--- src/rtl/seg_agen_pkg.sv ---
package seg_agen_pkg;
  localparam int unsigned SEL_W    = 16;
  localparam int unsigned ADDR_W   = 32;
  localparam int unsigned LIM_W    = 20;
  localparam int unsigned REAL_SH  = 4;
  localparam int unsigned PAGE_SH  = ADDR_W - LIM_W;
  localparam int unsigned REAL_W   = LIM_W;

  typedef struct packed {
    logic capture;
    logic fault;
    logic useProt;
  } agenStrobe_t;
endpackage

--- src/rtl/seg_agen_ctrl.sv ---
module seg_agen_ctrl
  import seg_agen_pkg::*;
(
  input  logic        clk,
  input  logic        rstN,
  input  logic        ctlWrEn,
  input  logic        ctlProtBit,
  input  logic        reqValid,
  input  logic        overLimit,
  output agenStrobe_t strb
);
  logic protMode;

  always_ff @(posedge clk) begin
    if (!rstN) protMode <= 1'b0;
    else if (ctlWrEn) protMode <= ctlProtBit;
  end

  always_comb begin
    strb.useProt = protMode;
    strb.fault   = reqValid && protMode && overLimit;
    strb.capture = reqValid && !(protMode && overLimit);
  end

  assert_mode_load_R2: assert property (@(posedge clk) disable iff (!rstN)
    ctlWrEn |=> protMode == $past(ctlProtBit));

  assert_mode_hold_R2: assert property (@(posedge clk) disable iff (!rstN)
    !ctlWrEn |=> $stable(protMode));
endmodule

--- src/rtl/seg_agen_dp.sv ---
module seg_agen_dp
  import seg_agen_pkg::*;
(
  input  logic              clk,
  input  logic              rstN,
  input  agenStrobe_t       strb,
  input  logic [SEL_W-1:0]  selector,
  input  logic [ADDR_W-1:0] offset,
  input  logic [ADDR_W-1:0] descBase,
  input  logic [LIM_W-1:0]  descLimit,
  input  logic              descGran,
  output logic              overLimit,
  output logic              outValid,
  output logic [ADDR_W-1:0] linAddr,
  output logic              limitFault
);
  logic [ADDR_W-1:0] effLimit;
  logic [REAL_W-1:0] realSum;
  logic [ADDR_W-1:0] protSum;
  logic [ADDR_W-1:0] nextAddr;
  logic              resultProt;

  generate
    if (PAGE_SH > 0) begin : g_scale
      always_comb begin
        if (descGran) effLimit = {descLimit, {PAGE_SH{1'b1}}};
        else          effLimit = {{PAGE_SH{1'b0}}, descLimit};
      end
    end else begin : g_noscale
      always_comb effLimit = ADDR_W'(descLimit);
    end
  endgenerate

  always_comb begin
    overLimit = offset > effLimit;
    realSum   = REAL_W'({selector, {REAL_SH{1'b0}}}) + offset[REAL_W-1:0];
    protSum   = descBase + offset;
    nextAddr  = strb.useProt ? protSum : ADDR_W'(realSum);
  end

  always_ff @(posedge clk) begin
    if (!rstN) begin
      outValid   <= 1'b0;
      limitFault <= 1'b0;
      linAddr    <= '0;
      resultProt <= 1'b0;
    end else begin
      outValid   <= strb.capture;
      limitFault <= strb.fault;
      linAddr    <= strb.capture ? nextAddr : '0;
      resultProt <= strb.useProt;
    end
  end

  assert_flags_excl_R7: assert property (@(posedge clk) disable iff (!rstN)
    !(outValid && limitFault));

  assert_real_top_zero_R3: assert property (@(posedge clk) disable iff (!rstN)
    (outValid && !resultProt) |-> linAddr[ADDR_W-1:REAL_W] == '0);

  assert_real_no_fault_R9: assert property (@(posedge clk) disable iff (!rstN)
    limitFault |-> resultProt);

  assert_idle_zero_R8: assert property (@(posedge clk) disable iff (!rstN)
    !outValid |-> linAddr == '0);
endmodule

--- src/rtl/seg_lin_addr_gen.sv ---
module seg_lin_addr_gen
  import seg_agen_pkg::*;
(
  input  logic        clk,
  input  logic        rstN,
  input  logic        ctlWrEn,
  input  logic [31:0] ctlWrData,
  input  logic        reqValid,
  input  logic [15:0] selector,
  input  logic [31:0] offset,
  input  logic [31:0] descBase,
  input  logic [19:0] descLimit,
  input  logic        descGran,
  output logic        outValid,
  output logic [31:0] linAddr,
  output logic        limitFault
);
  agenStrobe_t strb;
  logic        overLimit;

  seg_agen_ctrl ctrl_i (
    .clk(clk), .rstN(rstN), .ctlWrEn(ctlWrEn), .ctlProtBit(ctlWrData[0]),
    .reqValid(reqValid), .overLimit(overLimit), .strb(strb)
  );

  seg_agen_dp dp_i (
    .clk(clk), .rstN(rstN), .strb(strb), .selector(selector), .offset(offset),
    .descBase(descBase), .descLimit(descLimit), .descGran(descGran),
    .overLimit(overLimit), .outValid(outValid), .linAddr(linAddr),
    .limitFault(limitFault)
  );
endmodule

--- config.mk ---
export PLATFORM = sky130hd
export DESIGN_NAME = seg_lin_addr_gen
export DESIGN_NICKNAME = d
export VERILOG_FILES = /design/src/rtl/seg_agen_pkg.sv /design/src/rtl/seg_agen_ctrl.sv /design/src/rtl/seg_agen_dp.sv /design/src/rtl/seg_lin_addr_gen.sv
export SDC_FILE = /design/constraint.sdc
export NUM_CORES = 1
export LEC_CHECK = 0
export BUFFER_PORTS_ARGS = -buffer_cell sky130_fd_sc_hd__buf_2
export CAP_MARGIN = 20
export CORE_MARGIN = 8
export CORE_UTILIZATION = 55
export CTS_CLUSTER_DIAMETER = 60
export DETAILED_ROUTE_END_ITERATION = 10
export HOLD_SLACK_MARGIN = 0.05
export PLACE_DENSITY = 0.91
export SLEW_MARGIN = 10
export SYNTH_ARGS = -nofsm -noshare
export SYNTH_HDL_FRONTEND = slang
export SYNTH_HIERARCHICAL = 1
export SYNTH_SLANG_ARGS = --single-unit
--- constraint.sdc ---
create_clock -name clk -period 8.75 [get_ports clk]
set_input_delay 1.75 -clock clk [delete_from_list [all_inputs] [get_ports clk]]
set_output_delay 1.75 -clock clk [all_outputs]
set_load 0.01 [all_outputs]
==> flow_summary.toml, run 1 <==
[outcome]
status = "finished clean"

[sta]
final_max_slew_viol_count = 0
fmax_mhz = 162.0
maxSlewHeadroom_pct = 32.89
skew_ps = 7.182
setup_violations = 0
worst_pin_slew_ps = 1005
fin_crit_ps = 6174
hold_violations = 0
setup_slack_ps = 2576
fin_crit_sh_pct = 70.56
grt_setup_unrepaired = "false"
tns_ps = 0

[cts]
cts_buffers = 5
post_cts_buffers = 0
cts_buffer_depth = 2
htreeDepth = 2
clkSinkCount = 35
clkSlewWorstSetupHoldPaths_ps = 70
cts_resized = 0
hold_buffers = 0
cts_tree = "yes"
root_buffer = "clkbuf_8"
worstSkewPairLatency_ps = 290

[logic_synthesis]
netlist_area_um2 = 4384
synth_simple_gate_area_share_pct = 19.83
synth.avg_cell_area_um2 = 7.857
ys.flop_type = "dfxtp_1"
synthXorXnorAreaFrac_pct = 6.992
yosys_warnings = 6
synth_top_family_by_area = "compound AO/OA/AOI/OAI gates"
ys_seq_area_share_pct = 15.98
synthMuxAreaShare_pct = 3.881
synth_compound_area_share_pct = 26.71
synthesis.nets = 775
synth-edff-count = 0
netlist_instances = 558
async_flop_share_pct = 0
ys_ff_latch = 35
synthAdderAreaFrac_pct = 23.17
ys_types = 57

[critical_path]
r2r_end = "dp_i/linAddr[31]"
critPathMaxFanout = 32
critPathLaunch = "descGran"
crit_type = "primary input to flip-flop"
required_ps = 8980
end_kind = "flip-flop"
start_kind = "primary input"
r2r_cells = 6
r2r-start = "ctrl_i/protMode"
rrSetupSlack_ps = 5550
cp.arrival_ps = 6410

[routing]
wl_per_cell_um = 18.50
routed-via-count = 4852
ant_nets = 0
firstDrtPassIters = 5
drc = 0
dr.first_iter.drc_count = 265
wl_um = 14480
viasPerCell = 6.197

[final_layout]
antenna_cells = 0
n_fill_cell = 692
seqCellArea_um2 = 700.7
final_common_cell = "buf_2"
syn2layout_area_growth_pct = 18.46
final_cell_mix = "buf_2, ha_1, a21oi_1, nand2_1, nor2_1"
drive_gt1_share_pct = 22.47
final_nets = 898
multi_input_area_um2 = 3533

[floorplanning]
fp.dieW_um = 105.3
initial_core_util_pct = 56.74
dieArea_um2 = 11080
fp.dieH_um = 105.3
core_area_um2 = 7727
placementRows = 32
ios = 171

[global_routing]
grt_use_met1_pct = 30.84
grt_pass1_vias = 4899
grtUsageTotal_pct = 25.22
met2_usage_pct = 41.91
overflow = 0
grt_max_degree = 33
grt_first_pass_wirelength_um = 23360
use_met3_pct = 4.933
grt_antenna_before_repair = 0
busiest_layer = "met2"

[power_and_ir_drop]
total_power_mw = 0.5911
leakagePower_nw = 2.568
peakVddDrop_mv = 0.06782
powerDensity_nw_per_um2 = 113.8

[place]
place.gp.congestion = 0.9678
preCtsSetupSlack_ps = 2361
dp_hpwl_um = 12030
port_buffers = 139

[hold_path]
hold_path.class = "flip-flop to flip-flop"
hold_start = "ctrl_i/protMode"
hold_path_depth = 2
min_to = "dp_i/linAddr[9]"

[job]
drv_cap = 0
==> critical path, stage by stage <==
cell and delay (ps):
buf_2 460, mux2i_1 260, ha_1 270, a21o_1 180
a21o_1 170, a21o_1 170, a221o_1 310, a2111oi_0 410
o22ai_1 150, o21a_1 240, a21boi_0 190, nand2_1 470
inv_1 240, nand2_1 530, nor4_1 450, a211o_1 140
==> state kept, by name (all words and copies together), names as in the netlist <==
signal,count
ctrl_i/protMode,1
dp_i/limitFault,1
dp_i/linAddr,32
dp_i/outValid,1
==> cells in the mapped netlist, types with 4 or more instances <==
| library cell | count | area [um^2] |
|---|---|---|
| a211oi_1 | 10 | 75.07 |
| a31oi_1 | 6 | 37.54 |
| nor3_1 | 19 | 95.09 |
| dfxtp_1 | 35 | 700.7 |
| xnor2_1 | 25 | 219.0 |
| xor2_1 | 10 | 87.58 |
| and3_1 | 4 | 25.02 |
| o211ai_1 | 4 | 30.03 |
| a21oi_1 | 48 | 240.2 |
| and2_1 | 7 | 43.79 |
| ha_1 | 78 | 975.9 |
| nor2b_1 | 4 | 25.02 |
| a21o_1 | 30 | 225.2 |
| o21bai_1 | 5 | 37.54 |
| o22ai_1 | 6 | 37.54 |
| clkbuf_1 | 17 | 63.81 |
| nand2b_1 | 6 | 37.54 |
| o21a_1 | 11 | 82.58 |
| a21boi_0 | 5 | 37.54 |
| nor2_1 | 45 | 168.9 |
| nand4_1 | 17 | 106.4 |
| o21ai_0 | 27 | 135.1 |
| nand3_1 | 18 | 90.09 |
| mux2i_1 | 17 | 170.2 |
| inv_1 | 12 | 45.04 |
| nand2_1 | 45 | 168.9 |
| or3_1 | 4 | 25.02 |
==> metrics by stage <==
step	util (%)	instance area (um^2)	hold slack, ps	cells
after floorplan	-	4384	514.9	558
after global placement	66.08	5106	887.4	776
after detailed placement	66.08	5106	868.6	776
after CTS	67.21	5194	869.5	783
after global routing	67.21	5194	935.1	783
final	67.21	5194	912.9	783
==> where the power goes <==
part	switching (mW)	total (mW)	internal, mW	leakage, nW
Sequential	0.00399	0.172	0.168	0.286
Clock	0.0591	0.121	0.0618	0.0470
Combinational	0.170	0.298	0.128	2.24
Total	0.233	0.591	0.358	2.57
==> how the worst max path moves through the flow <==
stage                       end  cells after the start  slack [ps]
3_5_place_dp   dp_i/linAddr[31]                     16        2360
4_1_cts        dp_i/linAddr[31]                     16        2670
5_1_grt        dp_i/linAddr[31]                     16        2170
2_1_floorplan  dp_i/linAddr[27]                     17        3430
3_3_place_gp   dp_i/linAddr[31]                     16        2530
6_report       dp_i/linAddr[31]                     16        2580
==> metal layers <==
metal	up-vias	routed length, um
met5	-	0
met4	0	464
met3	45	1230
met2	244	6787
met1	2232	6000
li1	2331	-
==> cell families after synthesis <==
logic type,Yosys count
AOI/OAI and AO/OA,175
muxes,17
adders and majority gates,80
and+or+nand+nor,180
xor gates and xnor gates,35
buffers and inverters,36
DFF,35
==> area by class of cell <==
type	instances	share of cell area (%)
Multi-Input combinational cell	487	68.03
Clock inverter	1	0.09636
Inverter	13	0.9395
Tap cell	102	2.457
Clock buffer	6	1.590
Sequential cell	35	13.49
Timing Repair Buffer	139	13.39
Power figures use the tool's default switching activity.
==> inputs of run 2 (changes only) <==
--- a/config.mk
+++ b/config.mk
@@ -8,11 +8,11 @@
 export BUFFER_PORTS_ARGS = -buffer_cell sky130_fd_sc_hd__buf_2
 export CAP_MARGIN = 20
 export CORE_MARGIN = 8
-export CORE_UTILIZATION = 55
+export CORE_UTILIZATION = 51
 export CTS_CLUSTER_DIAMETER = 60
 export DETAILED_ROUTE_END_ITERATION = 10
 export HOLD_SLACK_MARGIN = 0.05
-export PLACE_DENSITY = 0.91
+export PLACE_DENSITY = 0.85
 export SLEW_MARGIN = 10
 export SYNTH_ARGS = -nofsm -noshare
 export SYNTH_HDL_FRONTEND = slang
==> constraint.sdc (replaced) <==
create_clock -name clk -period 6.17 [get_ports clk]
set_input_delay 1.234 -clock clk [delete_from_list [all_inputs] [get_ports clk]]
set_output_delay 1.234 -clock clk [all_outputs]
set_load 0.01 [all_outputs]
==> flow_summary.toml, run 2 (synthesis gave the netlist of run 1 again) <==
[final_layout]
antenna_cells = 0
final_nets = 901
utilization_pct = 61.54
largest_reg_flops = 32
largest-register = "dp_i/linAddr"
syn2layout_area_growth_pct = 19.43
n_fill_cell = 805
drive_gt1_share_pct = 22.77
final_cells = 793
final_common_cell = "buf_2"
final_cell_mix = "buf_2, ha_1, a21oi_1, nand2_1, nor2_1"
finalInstanceArea_um2 = 5236

[sta]
maxSlewHeadroom_pct = 34.03
tns_ps = 0
hold_ws_ps = 940.0
setup_slack_ps = 1464
fin_crit_sh_pct = 76.27
setup_violations = 0
grt_setup_unrepaired = "false"
worst_pin_slew_ps = 988.1
fin_crit_ps = 4706
fmax_mhz = 212.5
final_max_slew_viol_count = 0
hold_violations = 0
skew_ps = 8.759

[cts]
cts_tree = "yes"
clkSlewWorstSetupHoldPaths_ps = 70
cts_resized = 0
hold_buffers = 0
htreeDepth = 2
post_cts_buffers = 0
clkSinkCount = 35
cts_buffers = 5
worstSkewPairLatency_ps = 290
root_buffer = "clkbuf_8"
cts_buffer_depth = 2

[routing]
wl_per_cell_um = 18.42
firstDrtPassIters = 6
ant_nets = 0
dr.first_iter.drc_count = 305
wl_um = 14610
viasPerCell = 6.149
routed-via-count = 4876
drc = 0

[critical_path]
rrSetupSlack_ps = 3790
crit_path_top_delay_cell = "a2111oi_0"
critPathMaxFanout = 18
path_delay_family = "compound AO/OA/AOI/OAI gates"
cp_cell_sequence = "buf_2, buf_4, mux2i_1, ha_1, a21o_1, a21o_1, a21o_1, a221o_1, a2111oi_0, o22ai_1, o21a_1, a21boi_0, nand2_1, inv_1, nand2_1, buf_4, nor3_1"
required_ps = 6380
end_kind = "flip-flop"
start_kind = "primary input"
cp_common_cell = "a21o_1"
critPathMaxStageDelay_ps = 390
critPathBufInv = 4
crit_type = "primary input to flip-flop"
cp.arrival_ps = 4920

[global_routing]
grtUsageTotal_pct = 24.39
grt_max_degree = 23
grt_pass1_vias = 5068
grt_antenna_before_repair = 0
grt_first_pass_wirelength_um = 23420
overflow = 0

[place]
dp_hpwl_um = 12250
post_dp_cell_area_um2 = 5136
preCtsSetupSlack_ps = 1199
dp_cells = 785
place.gp.congestion = 0.9277
port_buffers = 139

[floorplanning]
dieArea_um2 = 11820
core_area_um2 = 8508
ios = 171
fp.dieW_um = 108.7
fp.dieH_um = 108.7
placementRows = 34
initial_core_util_pct = 51.53

[power_and_ir_drop]
peakVddDrop_mv = 0.09557
leakagePower_nw = 2.586
powerDensity_nw_per_um2 = 164.1
total_power_mw = 0.8593

[outcome]
status = "finished clean"

[hold_path]
hold_path.class = "flip-flop to flip-flop"

[job]
drv_cap = 0
run 2: report_power, final:
part           internal, mW  leakage (nW)  switching, mW
Clock                 0.102        0.0515         0.0913
Sequential            0.239         0.286        0.00560
Combinational         0.182          2.25          0.239
run 2: path summary, 6_finish.rpt:
check	endpoint	startpoint	depth (start not counted)
setup / recovery	dp_i/linAddr[22]	descGran	17
hold / removal	dp_i/linAddr[9]	ctrl_i/protMode	2
setup reg to reg	dp_i/linAddr[17]	ctrl_i/protMode	3
hold reg to reg	dp_i/linAddr[9]	ctrl_i/protMode	2
run 2: final cells by class:
cell class	instances	area, um^2	share of cell area [%]
Multi-Input combinational cell	487	3533	67.48
Timing Repair Buffer	142	718.2	13.72
Sequential cell	35	700.7	13.38
Tap cell	108	135.1	2.581
Clock buffer	8	100.1	1.912
Inverter	13	48.80	0.9319
run 2: layer usage:
metal / wire [um] / up-vias / global-route usage (%)
li1: - / 2343 / -
met1: 5980 / 2231 / 28.66
met2: 6962 / 252 / 43.29
met3: 1251 / 50 / 4.078
met4: 413 / 0 / 9.286
met5: 0 / - / 0
run 2: worst register-to-register path, delay by kind of cell (launching register included):
family          cells  cell delay [ps]
flops               1              970
buf+inv             1              670
simple gates        1              440
compound gates      1              170
==> inputs of run 3 (changes only) <==
--- a/config.mk
+++ b/config.mk
@@ -8,11 +8,11 @@
 export BUFFER_PORTS_ARGS = -buffer_cell sky130_fd_sc_hd__buf_2
 export CAP_MARGIN = 20
 export CORE_MARGIN = 8
-export CORE_UTILIZATION = 51
+export CORE_UTILIZATION = 46
 export CTS_CLUSTER_DIAMETER = 60
 export DETAILED_ROUTE_END_ITERATION = 10
 export HOLD_SLACK_MARGIN = 0.05
-export PLACE_DENSITY = 0.85
+export PLACE_DENSITY = 0.81
 export SLEW_MARGIN = 10
 export SYNTH_ARGS = -nofsm -noshare
 export SYNTH_HDL_FRONTEND = slang
==> constraint.sdc (replaced) <==
create_clock -name clk -period 3.8 [get_ports clk]
set_input_delay 0.76 -clock clk [delete_from_list [all_inputs] [get_ports clk]]
set_output_delay 0.76 -clock clk [all_outputs]
set_load 0.01 [all_outputs]
==> flow_summary.toml, run 3 (synthesis gave the netlist of run 1 again) <==
[outcome]
status = "finished clean"

[hold_path]
hold_start = "rstN"
min_to = "dp_i/limitFault"
hold_path_depth = 2
hold_path.class = "primary input to flip-flop"

[critical_path]
r2r_cells = 4
cp_cell_sequence = "buf_2, mux2i_2, ha_1, a21o_1, a21o_1, a21o_1, a221o_1, a2111oi_2, o22ai_1, o21a_1, a21boi_1, nand2_2, buf_4, or3_1, o221ai_1"
critPathMaxFanout = 3
cp.arrival_ps = 3990
crit_type = "primary input to flip-flop"
end_kind = "flip-flop"
critPathMaxStageDelay_ps = 360
crit_path_top_delay_cell = "a2111oi_2"
r2r-start = "ctrl_i/protMode"
cp_common_cell = "a21o_1"
start_kind = "primary input"
r2r_end = "dp_i/linAddr[17]"
required_ps = 4000
rrSetupSlack_ps = 1980

[sta]
maxSlewHeadroom_pct = 65.31
worst_pin_slew_ps = 515.6
tns_ps = 0
hold_ws_ps = 739.1
fin_crit_sh_pct = 99.53
hold_violations = 0
fin_crit_ps = 3782
final_max_slew_viol_count = 0
skew_ps = 6.553
fmax_mhz = 264.4
setup_violations = 0

[final_layout]
antenna_cells = 0
final_cell_mix = "buf_2, ha_1, a21oi_1, nor2_1, nand2_1"
syn2layout_area_growth_pct = 23.32
drive_gt1_share_pct = 25.86
final_nets = 917
largest-register = "dp_i/linAddr"
finalInstanceArea_um2 = 5406
final_common_cell = "buf_2"
utilization_pct = 58.51
largest_reg_flops = 32

[power_and_ir_drop]
leakagePower_nw = 2.670
powerDensity_nw_per_um2 = 256.9
peakVddDrop_mv = 0.1095

[routing]
drc = 0
firstDrtPassIters = 4
wl_um = 14970
ant_nets = 0
viasPerCell = 5.854
dr.first_iter.drc_count = 287
wl_per_cell_um = 18.06
routed-via-count = 4853

[job]
drv_cap = 0

[cts]
cts_tree = "yes"
cts_buffer_depth = 2
clkSlewWorstSetupHoldPaths_ps = 70
root_buffer = "clkbuf_8"
worstSkewPairLatency_ps = 290
cts_buffers = 5
post_cts_buffers = 0
htreeDepth = 2
clkSinkCount = 35

[floorplanning]
ios = 171
core_area_um2 = 9240
dieArea_um2 = 12910
fp.dieW_um = 113.6
placementRows = 35
initial_core_util_pct = 47.45
fp.dieH_um = 113.6

[global_routing]
grt_antenna_before_repair = 0
grt_first_pass_wirelength_um = 23430
grt_use_met1_pct = 26.83
overflow = 0
busiest_layer = "met2"
grt_max_degree = 23
met2_usage_pct = 38.03
grtUsageTotal_pct = 22.19
grt_pass1_vias = 4896
use_met3_pct = 4.543

[place]
place.gp.congestion = 0.9089
post_dp_cell_area_um2 = 5296
port_buffers = 139
dp_hpwl_um = 12710
## run 3: area by class of cell
type / count / area (um^2)
Clock buffer: 6 / 82.58
Inverter: 13 / 48.80
Multi-Input combinational cell: 487 / 3570
Timing Repair Buffer: 158 / 838.3
Clock inverter: 1 / 5.005
Fill cell: 891 / 3834
Sequential cell: 35 / 700.7
Tap cell: 129 / 161.4
## run 3: repair_timing
action                     4_1_cts  5_1_grt
hold buffers                     0        0
setup endpoints to repair        0        3
gates resized for setup          0        6
## run 3: worst max-delay path, delay by kind of cell
kind	cells	cell delay, ps
AOI/OAI and AO/OA	9	2000
adders and majority gates	1	300
buffers and inverters	2	290
muxes	1	240
and+or+nand+nor	2	420
## run 3: worst max path at each step
stage                             to  slack, ps      from  cells past startpoint
global route        dp_i/linAddr[17]         -4  descGran                     15
finish              dp_i/linAddr[17]         20  descGran                     15
detailed placement   dp_i/linAddr[8]       -240  descGran                     15
CTS                  dp_i/linAddr[8]         40  descGran                     15
global placement    dp_i/linAddr[31]       -110  descGran                     17
floorplan           dp_i/linAddr[27]         10  descGran                     17
## run 3: routing by layer
| layer | vias to the layer above | part of all wire (%) |
|---|---|---|
| met5 | - | 0 |
| met4 | 0 | 2.2 |
| met3 | 32 | 6.3 |
| met2 | 175 | 47 |
| met1 | 2266 | 44 |
| li1 | 2380 | - |
## run 3: through the flow
| step | instances | setup WS [ps] | power (mW) |
|---|---|---|---|
| 5_1_grt | 829 | -3.674 | 1.480 |
| 6_report | 829 | 17.90 | 1.389 |
| 3_3_place_gp | 822 | -110.1 | 1.078 |
| 4_1_cts | 829 | 42.22 | 1.389 |
| 3_5_place_dp | 822 | -242.0 | 1.096 |
| 2_1_floorplan | 558 | 14.70 | 0.8734 |
## run 3: power by group
part / internal, mW / switching, mW
sequential: 0.387 / 0.00460
clock: 0.143 / 0.143
combinational: 0.311 / 0.400
total: 0.841 / 0.548
